==> src/rtl/tmr_pkg.sv <==
// Shared mode encoding for the interval counter channel.
// Assumes codes 6 and 7 are folded onto 2 and 3 before use.
package tmr_pkg;
    typedef enum logic [2:0] {
        M_ONESHOT = 3'd0,
        M_RETRIG  = 3'd1,
        M_RATE    = 3'd2,
        M_SQUARE  = 3'd3,
        M_SWSTB   = 3'd4,
        M_HWSTB   = 3'd5
    } tmr_mode_e;
endpackage

==> src/rtl/chan_core.sv <==
// Remaining-tick register with periodic reload and terminal flags.
// Assumes start and adv are computed by the parent; start has priority.
module chan_core #(
    parameter int W = 16
) (
    input  logic           clk,
    input  logic           rst_n,
    input  logic           start,
    input  logic [W:0]     start_period,
    input  logic           start_run,
    input  logic           adv,
    input  logic           periodic,
    input  logic [W:0]     period,
    output logic [W:0]     rem,
    output logic           done,
    output logic           pulse,
    output logic           run
);
    localparam int CW = W + 1;
    localparam logic [CW-1:0] FULL = CW'(1) << W;
    localparam logic [CW-1:0] ONE  = CW'(1);

    // Count down, reload in periodic modes, flag terminal count.
    always_ff @(posedge clk) begin
        if (!rst_n) begin
            rem   <= FULL;
            done  <= 1'b0;
            pulse <= 1'b0;
            run   <= 1'b1;
        end else if (start) begin
            rem   <= start_period;
            done  <= 1'b0;
            pulse <= 1'b0;
            run   <= start_run;
        end else if (adv) begin
            if (periodic) begin
                if (rem == ONE) begin
                    rem   <= period;
                    pulse <= 1'b1;
                end else begin
                    rem   <= rem - ONE;
                    pulse <= 1'b0;
                end
            end else begin
                rem <= rem - ONE;
                if (rem == ONE && !done) begin
                    done  <= 1'b1;
                    pulse <= 1'b1;
                end else begin
                    pulse <= 1'b0;
                end
            end
        end
    end

    // terminal flag stays set until the next start
    p_done_sticky_r2: assert property (@(posedge clk) disable iff (!rst_n)
        done && !start |=> done);
endmodule

==> src/rtl/chan_wave.sv <==
// Decodes output level and readable count from the core state per mode.
// Assumes mode is already folded to 0..5 and period is 1..2^W.
module chan_wave
    import tmr_pkg::*;
#(
    parameter int W = 16
) (
    input  tmr_mode_e      mode,
    input  logic [W:0]     period,
    input  logic [W:0]     rem,
    input  logic           done,
    input  logic           pulse,
    input  logic           run,
    output logic           out,
    output logic [W-1:0]   readout
);
    localparam int CW = W + 1;

    logic [CW-1:0] elapsed_ph;
    logic [CW:0]   dbl;
    logic [CW:0]   dbl_mod;

    // Square-wave readout: count drops by two per tick within the period.
    always_comb begin
        elapsed_ph = period - rem;
        dbl        = {elapsed_ph, 1'b0};
        dbl_mod    = (dbl >= {1'b0, period}) ? dbl - {1'b0, period} : dbl;
    end

    // Select output level and count view for the active mode.
    always_comb begin
        case (mode)
            M_ONESHOT: out = done;
            M_RETRIG:  out = done | ~run;
            M_RATE:    out = pulse;
            M_SQUARE:  out = rem > (period >> 1);
            default:   out = pulse;
        endcase
        if (mode == M_SQUARE)
            readout = W'(period - CW'(dbl_mod));
        else
            readout = W'(rem);
    end
endmodule

==> src/rtl/interval_chan.sv <==
// One interval counter channel: mode/period capture, gate edge handling,
// count enable and snapshot register around the core and wave decoder.
// Assumes a front end supplies full 16-bit values and single-cycle strobes.
module interval_chan
    import tmr_pkg::*;
#(
    parameter int W = 16
) (
    input  logic           clk,
    input  logic           rst_n,
    input  logic           tick,
    input  logic           gate,
    input  logic           load,
    input  logic [W-1:0]   load_val,
    input  logic [2:0]     mode_sel,
    input  logic           snap,
    output logic           out,
    output logic [W-1:0]   snap_count
);
    localparam int CW = W + 1;
    localparam logic [CW-1:0] FULL = CW'(1) << W;

    tmr_mode_e     mode_q, mode_new;
    logic [CW-1:0] period_q, load_norm, start_period, rem;
    logic          gate_q, rise, trig_cur, trig_new, restart, start, start_run, adv;
    logic          periodic, done, pulse, run;
    logic [W-1:0]  readout;

    // Fold load value and mode code into their internal forms.
    always_comb begin
        load_norm = (load_val == '0) ? FULL : {1'b0, load_val};
        mode_new  = tmr_mode_e'((mode_sel[2:1] == 2'b11) ? {1'b0, mode_sel[1:0]} : mode_sel);
        trig_new  = (mode_new == M_RETRIG) || (mode_new == M_HWSTB);
        trig_cur  = (mode_q == M_RETRIG) || (mode_q == M_HWSTB);
        periodic  = (mode_q == M_RATE) || (mode_q == M_SQUARE);
    end

    // Decide restart, start parameters and whether this cycle counts.
    always_comb begin
        rise         = gate & ~gate_q;
        restart      = rise & (trig_cur | periodic);
        start        = load | restart;
        start_period = load ? load_norm : period_q;
        start_run    = load ? ~trig_new : 1'b1;
        adv          = tick & run & (gate | trig_cur);
    end

    // Capture mode, period and previous gate level.
    always_ff @(posedge clk) begin
        if (!rst_n) begin
            mode_q   <= M_SQUARE;
            period_q <= FULL;
            gate_q   <= 1'b0;
        end else begin
            gate_q <= gate;
            if (load) begin
                mode_q   <= mode_new;
                period_q <= load_norm;
            end
        end
    end

    chan_core #(.W(W)) u_core (
        .clk(clk), .rst_n(rst_n), .start(start), .start_period(start_period),
        .start_run(start_run), .adv(adv), .periodic(periodic), .period(period_q),
        .rem(rem), .done(done), .pulse(pulse), .run(run)
    );

    chan_wave #(.W(W)) u_wave (
        .mode(mode_q), .period(period_q), .rem(rem), .done(done),
        .pulse(pulse), .run(run), .out(out), .readout(readout)
    );

    // Hold the readable count captured on a snapshot request.
    always_ff @(posedge clk) begin
        if (!rst_n) snap_count <= '0;
        else if (snap) snap_count <= readout;
    end

    // a load always installs the normalised value
    p_load_wins_r12: assert property (@(posedge clk) disable iff (!rst_n)
        load |=> rem == $past(load_norm));
    // gate rising edge in triggerable modes restarts from the period
    p_restart_r7: assert property (@(posedge clk) disable iff (!rst_n)
        !load && gate && !gate_q && (trig_cur || periodic) |=> rem == $past(period_q));
    // low gate freezes the count in gated modes
    p_gate_hold_r8: assert property (@(posedge clk) disable iff (!rst_n)
        !load && !gate && !trig_cur |=> $stable(rem));
    // snapshot register changes only on request
    p_snap_hold_r9: assert property (@(posedge clk) disable iff (!rst_n)
        !snap |=> $stable(snap_count));
    // periodic modes never leave the 1..N range
    p_period_range_r4: assert property (@(posedge clk) disable iff (!rst_n)
        periodic |-> (rem != '0) && (rem <= period_q));
endmodule

==> config.mk <==
export PLATFORM = sky130hd
export DESIGN_NAME = interval_chan
export DESIGN_NICKNAME = d
export VERILOG_FILES = /design/src/rtl/tmr_pkg.sv /design/src/rtl/chan_core.sv /design/src/rtl/chan_wave.sv /design/src/rtl/interval_chan.sv
export SDC_FILE = /design/constraint.sdc
export NUM_CORES = 1
export LEC_CHECK = 0
export ABC_AREA = 1
export BUFFER_PORTS_ARGS = -buffer_cell sky130_fd_sc_hd__buf_4
export CORE_ASPECT_RATIO = 0.75
export CORE_MARGIN = 3
export CORE_UTILIZATION = 45
export DETAILED_ROUTE_END_ITERATION = 10
export PLACE_DENSITY = 0.59
export SETUP_SLACK_MARGIN = 0.5
export SLEW_MARGIN = 20
export SYNTH_ARGS = -nofsm -noshare
export SYNTH_HDL_FRONTEND = slang
export SYNTH_SLANG_ARGS = --single-unit
==> constraint.sdc <==
create_clock -name clk -period 6.2 [get_ports clk]
set_input_delay 0 -clock clk [delete_from_list [all_inputs] [get_ports clk]]
set_output_delay 0 -clock clk [all_outputs]
set_load 0.01 [all_outputs]
### Word-level counts from Yosys, hierarchy flattened

Index checks and enable logic that the tools add are counted.

* flip-flop bits (word level): 57
* input bits: 25

* $add $sub $neg: 4
* order comparisons: 2
* equal/unequal tests: 8
* multiplexer cells: 14
* bitwise operators: 13
* reduce and logical (&&, ||, !) cells: 10

Operators by type and width (number)
* two-way mux 17 bit: 6
* two-way mux 16 bit: 2
* subtractor 16 bit: 2
* >= comparator 18 x 17 -> 1 bit: 1
* == test 17 x 1 -> 1 bit, second input constant: 1
* > comparator 17 x 16 -> 1 bit: 1
* subtractor 17 x 1 -> 17 bit, second input constant: 1
* subtractor 17 bit: 1
* zero test 16 bit: 1
* == test 3 x 1 -> 1 bit, second input constant: 2
* == test 3 x 2 -> 1 bit, second input constant: 2
* == test 3 bit, second input constant: 2
* inverter 1 bit: 5
* AND 1 bit: 4
* two-way mux 1 bit: 4
* OR 1 bit: 4
* zero test 3 bit: 1
* logical OR 1 bit: 3
* two-way mux 3 bit: 1
* one-hot mux 1 bit (3 select lines): 1
* AND reduction 3 bit: 1
* == test 2 bit, second input constant: 1
* nonzero test 2 bit: 1
* OR reduction 2 bit: 1
* other kinds (2): 2

### Depth between registers and ports, before layout

Gate-level depths: netlist of the first run.

* depth in word-level cells: 6
* depth in mapped cells: 39

### Cells and area by module

A second synthesis of the first run with hierarchy kept.

* cell total of the unflattened synthesis: 988
* area total of the unflattened synthesis: 6064.6 um^2

By module, submodules not included
* chan_wave: instances 1, cells an instance 550, area each 3128.0 um^2, sequential area each 0.0 um^2
* chan_core: instances 1, cells an instance 237, area each 1500.2 um^2, sequential area each 400.4 um^2
* interval_chan: instances 1, cells an instance 201, area each 1436.4 um^2, sequential area each 740.7 um^2

### Least setup slack after synthesis of the first run

Ideal clock, no wire load.

* path type: flip-flop to flip-flop
* from: reg u_core.rem[4]
* to: reg snap_count[14]
* setup time: 0.134 ns
* arrival time: 4.435 ns
* setup slack: 1.631 ns
* cell stages (with the launch flop): 37
* path buffers: 2
* clock period less this slack: 4.569 ns
* cells stage by stage: dfxtp_1 inv_1 ha_1 a21oi_1 o21ai_0 a21o_1 nand2_1 nand2_1 a21oi_1 xor2_1 inv_1 ha_1 nand2_1 nor2_1 and2_1 nand2_1 nand2_1 nand2_1 nand3_2 buf_6 buf_2 nand2_1 o21ai_0 ha_1 nand2_1 nand2_1 inv_1 o21ai_0 nand2_1 nand3_1 nand2_1 nand2_1 nand2_1 nand3_1 nand2_1 o221ai_1 a21oi_1

* word-level cells in the longest chain between the ends: 5
* elaborated cells on any way between the ends: 6
* those cells by class: 3 x add/sub; 1 x order compare; 2 x mux

Ends and longest elaborated chain
* start: declaration: line chan_core.sv:14 `output logic [W:0] rem,`
* start signal: assignment: line chan_core.sv:31 `rem <= start_period;`
* start signal: assignment: line chan_core.sv:38 `rem <= period;`
* start signal: assignment: line chan_core.sv:41 `rem <= rem - ONE;`
* subtractor 17 bit *: line chan_wave.sv:25 `elapsed_ph = period - rem;`
* subtractor 16 bit or >= comparator 18 x 17 -> 1 bit (tied branches): line chan_wave.sv:27 `dbl_mod = (dbl >= {1'b0, period}) ? dbl - {1'b0, period} : dbl;`
* two-way mux 16 bit *: line chan_wave.sv:27
* subtractor 16 bit *: line chan_wave.sv:40 `readout = W'(period - CW'(dbl_mod));`
* two-way mux 16 bit *: line chan_wave.sv:39 `if (mode == M_SQUARE)`
* end signal: assignment: line interval_chan.sv:77 `else if (snap) snap_count <= readout;`
* end: declaration: line interval_chan.sv:18 `output logic [W-1:0] snap_count`

Every way passes the cells marked *; elsewhere a longest branch is shown, timed or not.
A chain may end at the register's enable or synchronous reset.

### Final worst setup path of the first run

* from: reg u_core.rem[2]
* to: reg snap_count[14]

The elaborated chain is that of the path after synthesis.

==> impl_metrics.csv, run 1 <==
group,metric,value,unit
power_and_ir_drop,p_leak,3.18,nW
cts,cts_inserted_buffers,9,
drt,wl_met1,9.15,mm
drt,routed_wl,19.0,mm
critical_path,timing.critical_path.mode_cell,"nand2_1",
drt,firstDrtPassIters,5,
placement,place_ws,724,ps
sta,fin_crit_sh,85.7,%
drt,wl_met3,1.23,mm
status,status,"completed",
drt,wl_met2,8.23,mm
cts,cts.sinks,57,
cts,cts_tree,"done",
die,dieArea,14300,um2
drt,vias,6209,
sta,grt_setup_unrepaired,"false",
global_routing,antenna_found_initial,0,
global_routing,grt_pass1_vias,5659,
logic_synthesis,synth-async-reset-ratio,0,%
sta,holdWs,24.2,ps
logic_synthesis,synth_cell_type_count,48,
global_routing,grt-ovfl-total,0,
sta,period_needed,5320,ps
drt,drc,0,
sta,hold_violations,0,
logic_synthesis,yosysWarnings,0,
cts,clk_pin_slew,50,ps
placement,hpwl,15.0,mm
logic_synthesis,synthCells,904,
critical_path,cp_max_fo,10,
cells_and_area,fin_nets,1039,
power_and_ir_drop,power.density,380,nW/um2
hold_path,worstHoldPathType,"input port to flop",
cts,root_buffer,"clkbuf_16",
placement,gp_congestion,0.971,
critical_path,reg2regPathDepth,31,
drt,routed_via_density,5.56,
job,maxCapViolCount,0,
critical_path,crit_type,"flop to flop",
cts,cts_buffer_depth,2,
critical_path,start_kind,"flop",
die,num_io_pins,42,
sta,finalSetupViolCount,0,
die,fp.dieH,104,um
logic_synthesis,ys.flop_type,"dfxtp_1",
cells_and_area,multi_input_area,4100,um2
cells_and_area,antenna_cells,0,
global_routing,grt_pass1_wl,29.4,mm
sta,max_clock_freq,0.188,GHz
die,dieWidth,137,um
hold_path,whs_path_depth,3,
global_routing,grt_max_degree,48,
logic_synthesis,syn-cell-area,5790,um2
sta,finClkSkew,7.17,ps
critical_path,required,6390,ps
logic_synthesis,ys_seq_area_share,19.7,%
logic_synthesis,syn_area_per_cell,6.40,um2
logic_synthesis,synth-seq-cells,57,
cts,htreeDepth,3,
sta,worst_slew_pin_slew,884,ps
critical_path,slowest_delay,420,ps
sta,setup_slack,885,ps
sta,drv_slew,0,
placement,io_buffers,41,
die,core_area,12400,um2
critical_path,critPathSlowestCell,"dfxtp_1",
global_routing,grt.total_usage,26.2,%
die,placementRows,35,
cells_and_area,nFillCells,1318,
sta,max-slew-margin-rel,41.0,%
power_and_ir_drop,irDropWorstVdd,0.184,mV
cells_and_area,seq_area,1140,um2
cells_and_area,syn2layout_area_growth,14.9,%
die,initial_core_util,46.5,%
critical_path,cp_data_arrival_time,5510,ps
critical_path,end_kind,"flop",
cells_and_area,drive_gt1_share,10.3,%
logic_synthesis,synth-edff-count,0,
logic_synthesis,synth_fp_nets,996,
sta,fin_setup_tns,0,ps
drt,highest_layer,"met4",
drt,drt_iter0_drc,587,
cts,clkLatencyLatePin,340,ps
drt,avgRoutedWirePerCell,17.0,um
drt,ant_nets,0,
## power by group
part           internal [W]  total (W)  switching (W)
Sequential         0.000404   0.000443      0.0000383
Combinational      0.000593    0.00158       0.000988
Clock              0.000329   0.000504       0.000175
## logic make-up after synthesis
kind of cell	Yosys count	share of synthesized area [%]
buffers and inverters	150	10.0
adders and majority gates	67	14.7
DFF	57	19.7
other	1	0.0648
AOI/OAI and AO/OA	218	22.2
and+or+nand+nor	369	26.9
xor gates and xnor gates	42	6.36
## worst max-delay path: cells and delay by family, from the launching register on
| kind | cells | cell delay [ps] |
|---|---|---|
| AO/OA/AOI/OAI | 9 | 1990 |
| adder cells (fa/ha/maj) | 3 | 970 |
| AND/OR/NAND/NOR | 15 | 1380 |
| buffers and inverters | 3 | 220 |
| flip-flops | 1 | 420 |
| XOR/XNOR | 1 | 170 |
## metal layers
layer | up-vias | GRT usage (%)
li1 | 3130 | -
met1 | 2839 | 38.1
met2 | 212 | 40.2
met3 | 28 | 3.82
met4 | 0 | 7.34
met5 | - | 0
## cell usage after synthesis (all sizes together), types with 4 or more instances
master  number  area [um2]
nand2      226         873
inv        126         473
a21oi       77         393
nor2        72         280
ha          65         813
o21ai       64         320
dfxtp       57        1140
nand3       38         200
xor2        25         219
a31oi       22         138
o211ai      18         135
xnor2       17         149
clkbuf      13        50.0
nand4       12        75.1
buf         10        52.6
o221ai       9        78.8
nor3         8        45.0
a21o         7        52.6
nor4         5        31.3
o21a         5        37.5
or2          4        25.0
## stage by stage
stage	std cells	instance area [um2]	power, W	utilization (%)
after global routing	1117	6650	0.00273	53.5
after detailed placement	1092	6230	0.00194	50.1
after CTS	1114	6600	0.00246	53.0
after global placement	1092	6230	0.00194	50.1
after floorplan	904	5790	0.00156	-
final	1117	6650	0.00253	53.5
## flip-flops by register name (all words and copies together) (netlist names)
name,count
u_core.pulse,1
u_core.rem,17
u_core.run,1
snap_count,16
period_q,17
u_core.done,1
mode_q,3
gate_q,1
## cell usage in the layout (no fill, tap or decap), types with 3 or more instances in the layout
cell type,n
dfxtp_1,55
nor2_2,4
clkbuf_16,9
or2_2,4
nand3_1,35
o211ai_1,18
o21bai_1,3
ha_1,65
a31oi_1,22
nand2_1,217
a21oi_1,73
o21ai_1,7
inv_1,120
xor2_1,25
nand4_1,12
nand3_2,3
nor3_1,7
a21oi_2,4
o21ai_0,56
inv_2,6
xnor2_1,17
o21a_1,5
nor4_1,5
a21o_1,7
nand2_2,8
dlygate4sd3_1,7
buf_4,47
o221ai_1,9
nor2_1,68
## final timing paths
| path | from | end | slack (ps) |
|---|---|---|---|
| max | u_core.rem[2] | snap_count[14] | 880 |
| min | snap | snap_count[14] | 20 |
| max reg2reg | u_core.rem[2] | snap_count[14] | 880 |
| min reg2reg | snap_count[6] | snap_count[6] | 460 |
## what timing repair did
item                                   CTS  global route
setup endpoints to repair                0            11
gates resized for setup                  0            15
setup buffers                            0             2
hold buffers                             7             0
endpoints found under the hold margin   10             0
## layout make-up
class                   count  area share [%]
clock buffers              12            3.86
multi-input cells         698            61.7
inverters                 127            7.17
well taps                 166            3.12
repair buffers             54            6.36
clock inverters             3           0.602
flip-flops and latches     57            17.2
(Power assumes the default switching activity.)
==> run 2, diff against run 1 <==
SYNTH_HIERARCHICAL = 1   (was unset)
==> run 2 against run 1 <==
Net effect:
- critical path depth rose by 1
- power grew 0.56%
- non-clock buffer count up 23
- area after synthesis increased by 4.8%
- first-iteration DRC count fell by 9.7%
- global-route usage fell by 0.77 points
- maximum frequency up 0.25%
- critical path type unchanged
- largest power group unchanged
==> impl_metrics.csv, run 2 <==
group,metric,value,unit
status,status,"completed",
die,core_area,13100,um2
cts,htreeDepth,3,
cells_and_area,fin_nets,1147,
sta,hold_violations,0,
global_routing,grt-ovfl-total,0,
logic_synthesis,synth_top_area_share,18.8,%
sta,period_needed,5300,ps
logic_synthesis,ys_seq_area_share,18.8,%
drt,routed_wl,19.5,mm
global_routing,grt_pass1_wl,30.4,mm
die,dieWidth,140,um
logic_synthesis,syn_area_per_cell,6.14,um2
job,maxCapViolCount,0,
sta,max_clock_freq,0.189,GHz
cells_and_area,drive_gt1_share,10.8,%
placement,gp_congestion,0.929,
logic_synthesis,ys.flop_type,"dfxtp_1",
power_and_ir_drop,finalPower,0.00254,W
cts,clkLatencyLatePin,330,ps
power_and_ir_drop,p_leak,3.54,nW
logic_synthesis,synth_fp_nets,1080,
critical_path,cp_max_fo,8,
hold_path,whs_path_depth,3,
drt,avgRoutedWirePerCell,15.8,um
drt,drt_iter0_drc,530,
sta,max-slew-margin-rel,40.4,%
cells_and_area,antenna_cells,0,
sta,drv_slew,0,
placement,io_buffers,41,
critical_path,start_kind,"flop",
logic_synthesis,synth_cell_type_count,41,
logic_synthesis,synthCells,988,
logic_synthesis,synthTopCellsByCount,"279 x nand2_1, 125 x inv_1, 102 x nor2_1, 86 x a21oi_1, 65 x ha_1",
die,placementRows,36,
sta,holdWs,41.1,ps
die,initial_core_util,46.4,%
drt,firstDrtPassIters,5,
hold_path,worstHoldPathType,"input port to flop",
cells_and_area,syn2layout_area_growth,17.1,%
power_and_ir_drop,irDropWorstVdd,0.167,mV
global_routing,antenna_found_initial,0,
critical_path,r2r_end,"snap_count[10]",
global_routing,grt_pass1_vias,5658,
cells_and_area,layout.cells.most_common_list,"275 x nand2_1, 124 x inv_1, 101 x nor2_1, 84 x a21oi_1, 64 x ha_1",
global_routing,grt.total_usage,25.5,%
critical_path,timing.critical_path.mode_cell,"nand2_1",
critical_path,ff2ff_setup_slack,900,ps
cts,cts_buffer_depth,2,
critical_path,reg2regPathDepth,32,
critical_path,required,6430,ps
logic_synthesis,yosysWarnings,6,
critical_path,end_kind,"flop",
hold_path,holdPathEnd,"snap_count[1]",
die,fp.dieH,107,um
sta,fin_setup_tns,0,ps
drt,drc,0,
logic_synthesis,synth_most_common_cell,"nand2_1",
cells_and_area,reg_top3,"period_q x17, u_core/rem x17, snap_count x16",
logic_synthesis,synth-async-reset-ratio,0,%
cts,root_buffer,"clkbuf_16",
die,dieArea,14900,um2
logic_synthesis,synth-seq-cells,57,
placement,place_ws,587,ps
logic_synthesis,synth-edff-count,0,
placement,hpwl,15.3,mm
cts,cts.sinks,57,
critical_path,cp_data_arrival_time,5530,ps
drt,routed_via_density,5.27,
sta,finalSetupViolCount,0,
critical_path,critPathSlowestCell,"dfxtp_1",
drt,vias,6491,
logic_synthesis,synthTopCellsByArea,"dfxtp_1 19%, nand2_1 17%, ha_1 13%",
cts,clk_pin_slew,60,ps
power_and_ir_drop,power.density,358,nW/um2
die,num_io_pins,42,
hold_path,hp-start,"snap",
drt,ant_nets,0,
global_routing,grt_max_degree,25,
cells_and_area,final_core_utilization,54.4,%
critical_path,slowest_delay,510,ps
critical_path,rr_startpoint,"u_core/rem[7]",
logic_synthesis,synth_top_cell_by_area,"dfxtp_1",
critical_path,crit_type,"flop to flop",
cts,cts_tree,"done",
sta,fin_crit_sh,85.5,%
logic_synthesis,syn-cell-area,6060,um2
sta,grt_setup_unrepaired,"false",
cts,cts_inserted_buffers,9,
cells_and_area,nFillCells,1384,
sta,finClkSkew,8.35,ps
cells_and_area,layout_commonest_cell,"nand2_1",
sta,worst_slew_pin_slew,893,ps
sta,setup_slack,898,ps
[run 2: changes by cell type in the layout (fill, tap and decap cells not counted), moves of 11 or more]
| cell | change |
|---|---|
| a21oi_1 | +11 |
| a31oi_1 | -18 |
| o211ai_1 | -13 |
| a22oi_1 | +14 |
| nor2_1 | +33 |
| nand3_1 | +27 |
| o21ai_1 | +13 |
| nand2_1 | +58 |
| o21ai_0 | -18 |
| dlygate4sd3_1 | +15 |
[run 2: cell type report]
type	instances	area [um2]	share of cell area [%]
flip-flops and latches	57	1150	16.2
clock inverters	7	53.8	0.758
repair buffers	77	641	9.02
well taps	171	214	3.01
inverters	130	488	6.87
multi-input cells	780	4330	61.0
clock buffers	9	225	3.17
[run 2: worst max-delay path by stage]
stage	from	end	slack (ps)	depth (start not counted)
2_1_floorplan	u_core/rem[2]	snap_count[14]	1490	37
3_3_place_gp	u_core/rem[2]	snap_count[10]	680	31
3_5_place_dp	u_core/rem[2]	snap_count[10]	590	31
4_1_cts	u_core/rem[2]	snap_count[10]	580	31
5_1_grt	u_core/rem[2]	snap_count[14]	500	34
6_report	u_core/rem[7]	snap_count[10]	900	32
[run 2: logic make-up (layout without fill, tap and decap cells)]
family	Yosys count	after routing	synth area share, %
adders and majority gates	67	67	14.1
xor gates and xnor gates	35	35	5.05
AOI/OAI and AO/OA	184	184	16.8
and+or+nand+nor	492	493	34.6
DFF	57	57	18.8
other	1	1	0.0618
buffers and inverters	152	223	10.7
[run 2: report_power, final]
part	switching, W	leakage, nW	internal (W)
sequential	0.0000436	0.473	0.000405
combinational	0.00100	2.93	0.000620
clock	0.000195	0.128	0.000273
[run 2: critical path: cells and delay by family, from the launching register on]
kind	cells	cell delay (ps)
xor gates and xnor gates	2	340
adders and majority gates	3	1150
and+or+nand+nor	13	1300
buffers and inverters	5	510
DFF	1	510
AOI/OAI and AO/OA	9	1380
[run 2: stage by stage]
stage | cell area (um2) | cells
floorplan | 6060 | 988
global placement | 6480 | 1185
detailed placement | 6480 | 1185
CTS | 6980 | 1223
global route | 7100 | 1231
finish | 7100 | 1231
[run 2: layer usage]
layer,routed length [um],global-route usage (%),vias to the layer above
met5,0,0,-
met4,249,4.29,0
met3,1290,5.08,18
met2,7420,35.3,183
met1,10500,40.3,2912
li1,-,-,3378
[run 2: repair_timing]
action                                  in CTS  in global routing
hold endpoints to repair                    22                  0
buffers inserted                             0                  7
gates resized for setup                      0                 22
endpoints found under the setup margin       0                  9
hold buffers                                22                  0
==> run 3, diff against run 2 <==
CORE_MARGIN = unset   (was 3)
==> run 3 against run 2 <==
Net effect:
- setup slack improved by 22 ps
- via count decreased by 0.43%
- first-iteration DRC count grew 18%
- combinational power barely moved
- sequential power hardly changed
- wire length rose by 0.26%
- final area stayed put
- clock power grew 6.0%
- non-clock buffer count unchanged
- sequential cell count stayed put
==> impl_metrics.csv, run 3 (synthesized netlist as in run 2, its figures left out) <==
group,metric,value,unit
status,status,"completed",
critical_path,required,6430,ps
critical_path,end_kind,"flop",
critical_path,rr_startpoint,"period_q[0]",
global_routing,grt_pass1_wl,30.8,mm
sta,period_needed,5280,ps
cells_and_area,drive_gt1_share,10.7,%
cells_and_area,design_area,7100,um2
die,core_area,13100,um2
cts,cts_buffer_depth,2,
critical_path,ff2ff_setup_slack,920,ps
die,dieArea,13900,um2
cells_and_area,layout_commonest_cell,"nand2_1",
critical_path,start_kind,"flop",
global_routing,grt_pass1_vias,5786,
placement,gp_congestion,0.932,
drt,vias,6463,
die,dieWidth,136,um
sta,finClkSkew,8.07,ps
drt,drt_iter0_drc,628,
die,num_io_pins,42,
hold_path,worstHoldPathType,"input port to flop",
critical_path,cp_max_fo,7,
cells_and_area,reg_top3,"period_q x17, u_core/rem x17, snap_count x16",
global_routing,grt-ovfl-total,0,
sta,fin_setup_tns,0,ps
placement,placed_area,6470,um2
cells_and_area,layout.cells.most_common_list,"277 x nand2_1, 125 x inv_1, 101 x nor2_1, 85 x a21oi_1, 65 x ha_1",
drt,firstDrtPassIters,5,
critical_path,critPathSlowestCell,"fa_1",
global_routing,grt.total_usage,28.9,%
sta,worst_slew_pin_slew,903,ps
cts,cts.sinks,57,
cts,htreeDepth,3,
drt,routed_wl,19.5,mm
placement,hpwl,15.1,mm
cts,clk_pin_slew,60,ps
global_routing,grt_max_degree,25,
sta,max-slew-margin-rel,39.7,%
drt,avgRoutedWirePerCell,15.9,um
hold_path,holdPathEnd,"snap_count[2]",
sta,hold_violations,0,
sta,setup_slack,919,ps
critical_path,reg2regPathDepth,34,
placement,place_inst,1184,
cts,clkLatencyLatePin,330,ps
sta,grt_setup_unrepaired,"false",
sta,max_clock_freq,0.189,GHz
cts,cts_tree,"done",
power_and_ir_drop,p_leak,3.55,nW
sta,finalSetupViolCount,0,
critical_path,crit_type,"flop to flop",
cells_and_area,antenna_cells,0,
hold_path,hp-start,"snap",
cells_and_area,stdcell_count,1230,
hold_path,whs_path_depth,3,
drt,drc,0,
critical_path,timing.critical_path.mode_cell,"nand2_1",
sta,fin_crit_sh,85.2,%
sta,holdWs,44.1,ps
global_routing,antenna_found_initial,0,
cts,root_buffer,"clkbuf_16",
die,initial_core_util,46.4,%
placement,io_buffers,41,
sta,drv_slew,0,
die,fp.dieH,103,um
drt,ant_nets,0,
power_and_ir_drop,power.density,362,nW/um2
cts,cts_inserted_buffers,9,
job,maxCapViolCount,0,
critical_path,r2r_end,"snap_count[14]",
cells_and_area,syn2layout_area_growth,17.1,%
power_and_ir_drop,irDropWorstVdd,0.142,mV
placement,place_ws,649,ps
drt,routed_via_density,5.25,
critical_path,slowest_delay,390,ps
cells_and_area,fin_nets,1147,
die,placementRows,36,
critical_path,cp_data_arrival_time,5510,ps
## run 3: per-stage QoR
stage	utilization [%]	power, W
after global placement	49.5	0.00197
after CTS	53.5	0.00247
after global routing	54.4	0.00280
final	54.4	0.00257
after floorplan	-	0.00158
after detailed placement	49.5	0.00195
## run 3: worst max-delay path by stage
| stage | startpoint | to | slack (ps) | cells past startpoint |
|---|---|---|---|---|
| 2_1_floorplan | u_core/rem[2] | snap_count[14] | 1490 | 37 |
| 3_3_place_gp | u_core/rem[2] | snap_count[10] | 710 | 31 |
| 3_5_place_dp | u_core/rem[0] | snap_count[10] | 650 | 31 |
| 4_1_cts | u_core/rem[0] | snap_count[10] | 610 | 31 |
| 5_1_grt | period_q[0] | snap_count[14] | 500 | 33 |
| 6_report | period_q[0] | snap_count[14] | 920 | 34 |
## run 3: final cells by class
class                   count  area [um2]
clock buffers              10         239
clock inverters             5        56.3
fillers                  1397        5960
well taps                 171         214
flip-flops and latches     57        1150
repair buffers             77         633
inverters                 130         488
multi-input cells         780        4320
## run 3: power breakdown
group	switching [W]	total (W)	internal, W
Sequential	0.0000447	0.000451	0.000406
Combinational	0.00101	0.00163	0.000620
Clock	0.000176	0.000495	0.000318
Total	0.00123	0.00257	0.00134
## run 3: repair_timing
item | 4_1_cts | 5_1_grt
buffers inserted | 0 | 8
resized for setup | 0 | 17
hold buffers | 22 | 0
setup endpoints to repair | 0 | 11
endpoints found under the hold margin | 22 | 0
## run 3: routing by layer
metal | track usage [%] | vias to the layer above | share of wire (%) | routed length (um)
li1 | - | 3375 | - | -
met1 | 43.1 | 2876 | 52 | 10200
met2 | 42.3 | 200 | 40 | 7770
met3 | 6.64 | 12 | 7.4 | 1440
met4 | 4.70 | 0 | 0.66 | 129
met5 | 0 | - | 0 | 0
## run 3: worst max-delay path: cells and delay by family (launching register included)
kind	cells	cell delay, ps
AND/OR/NAND/NOR	17	2000
adder cells (fa/ha/maj)	4	1250
AO/OA/AOI/OAI	7	960
buffers and inverters	5	490
flip-flops	1	330
XOR/XNOR	1	150
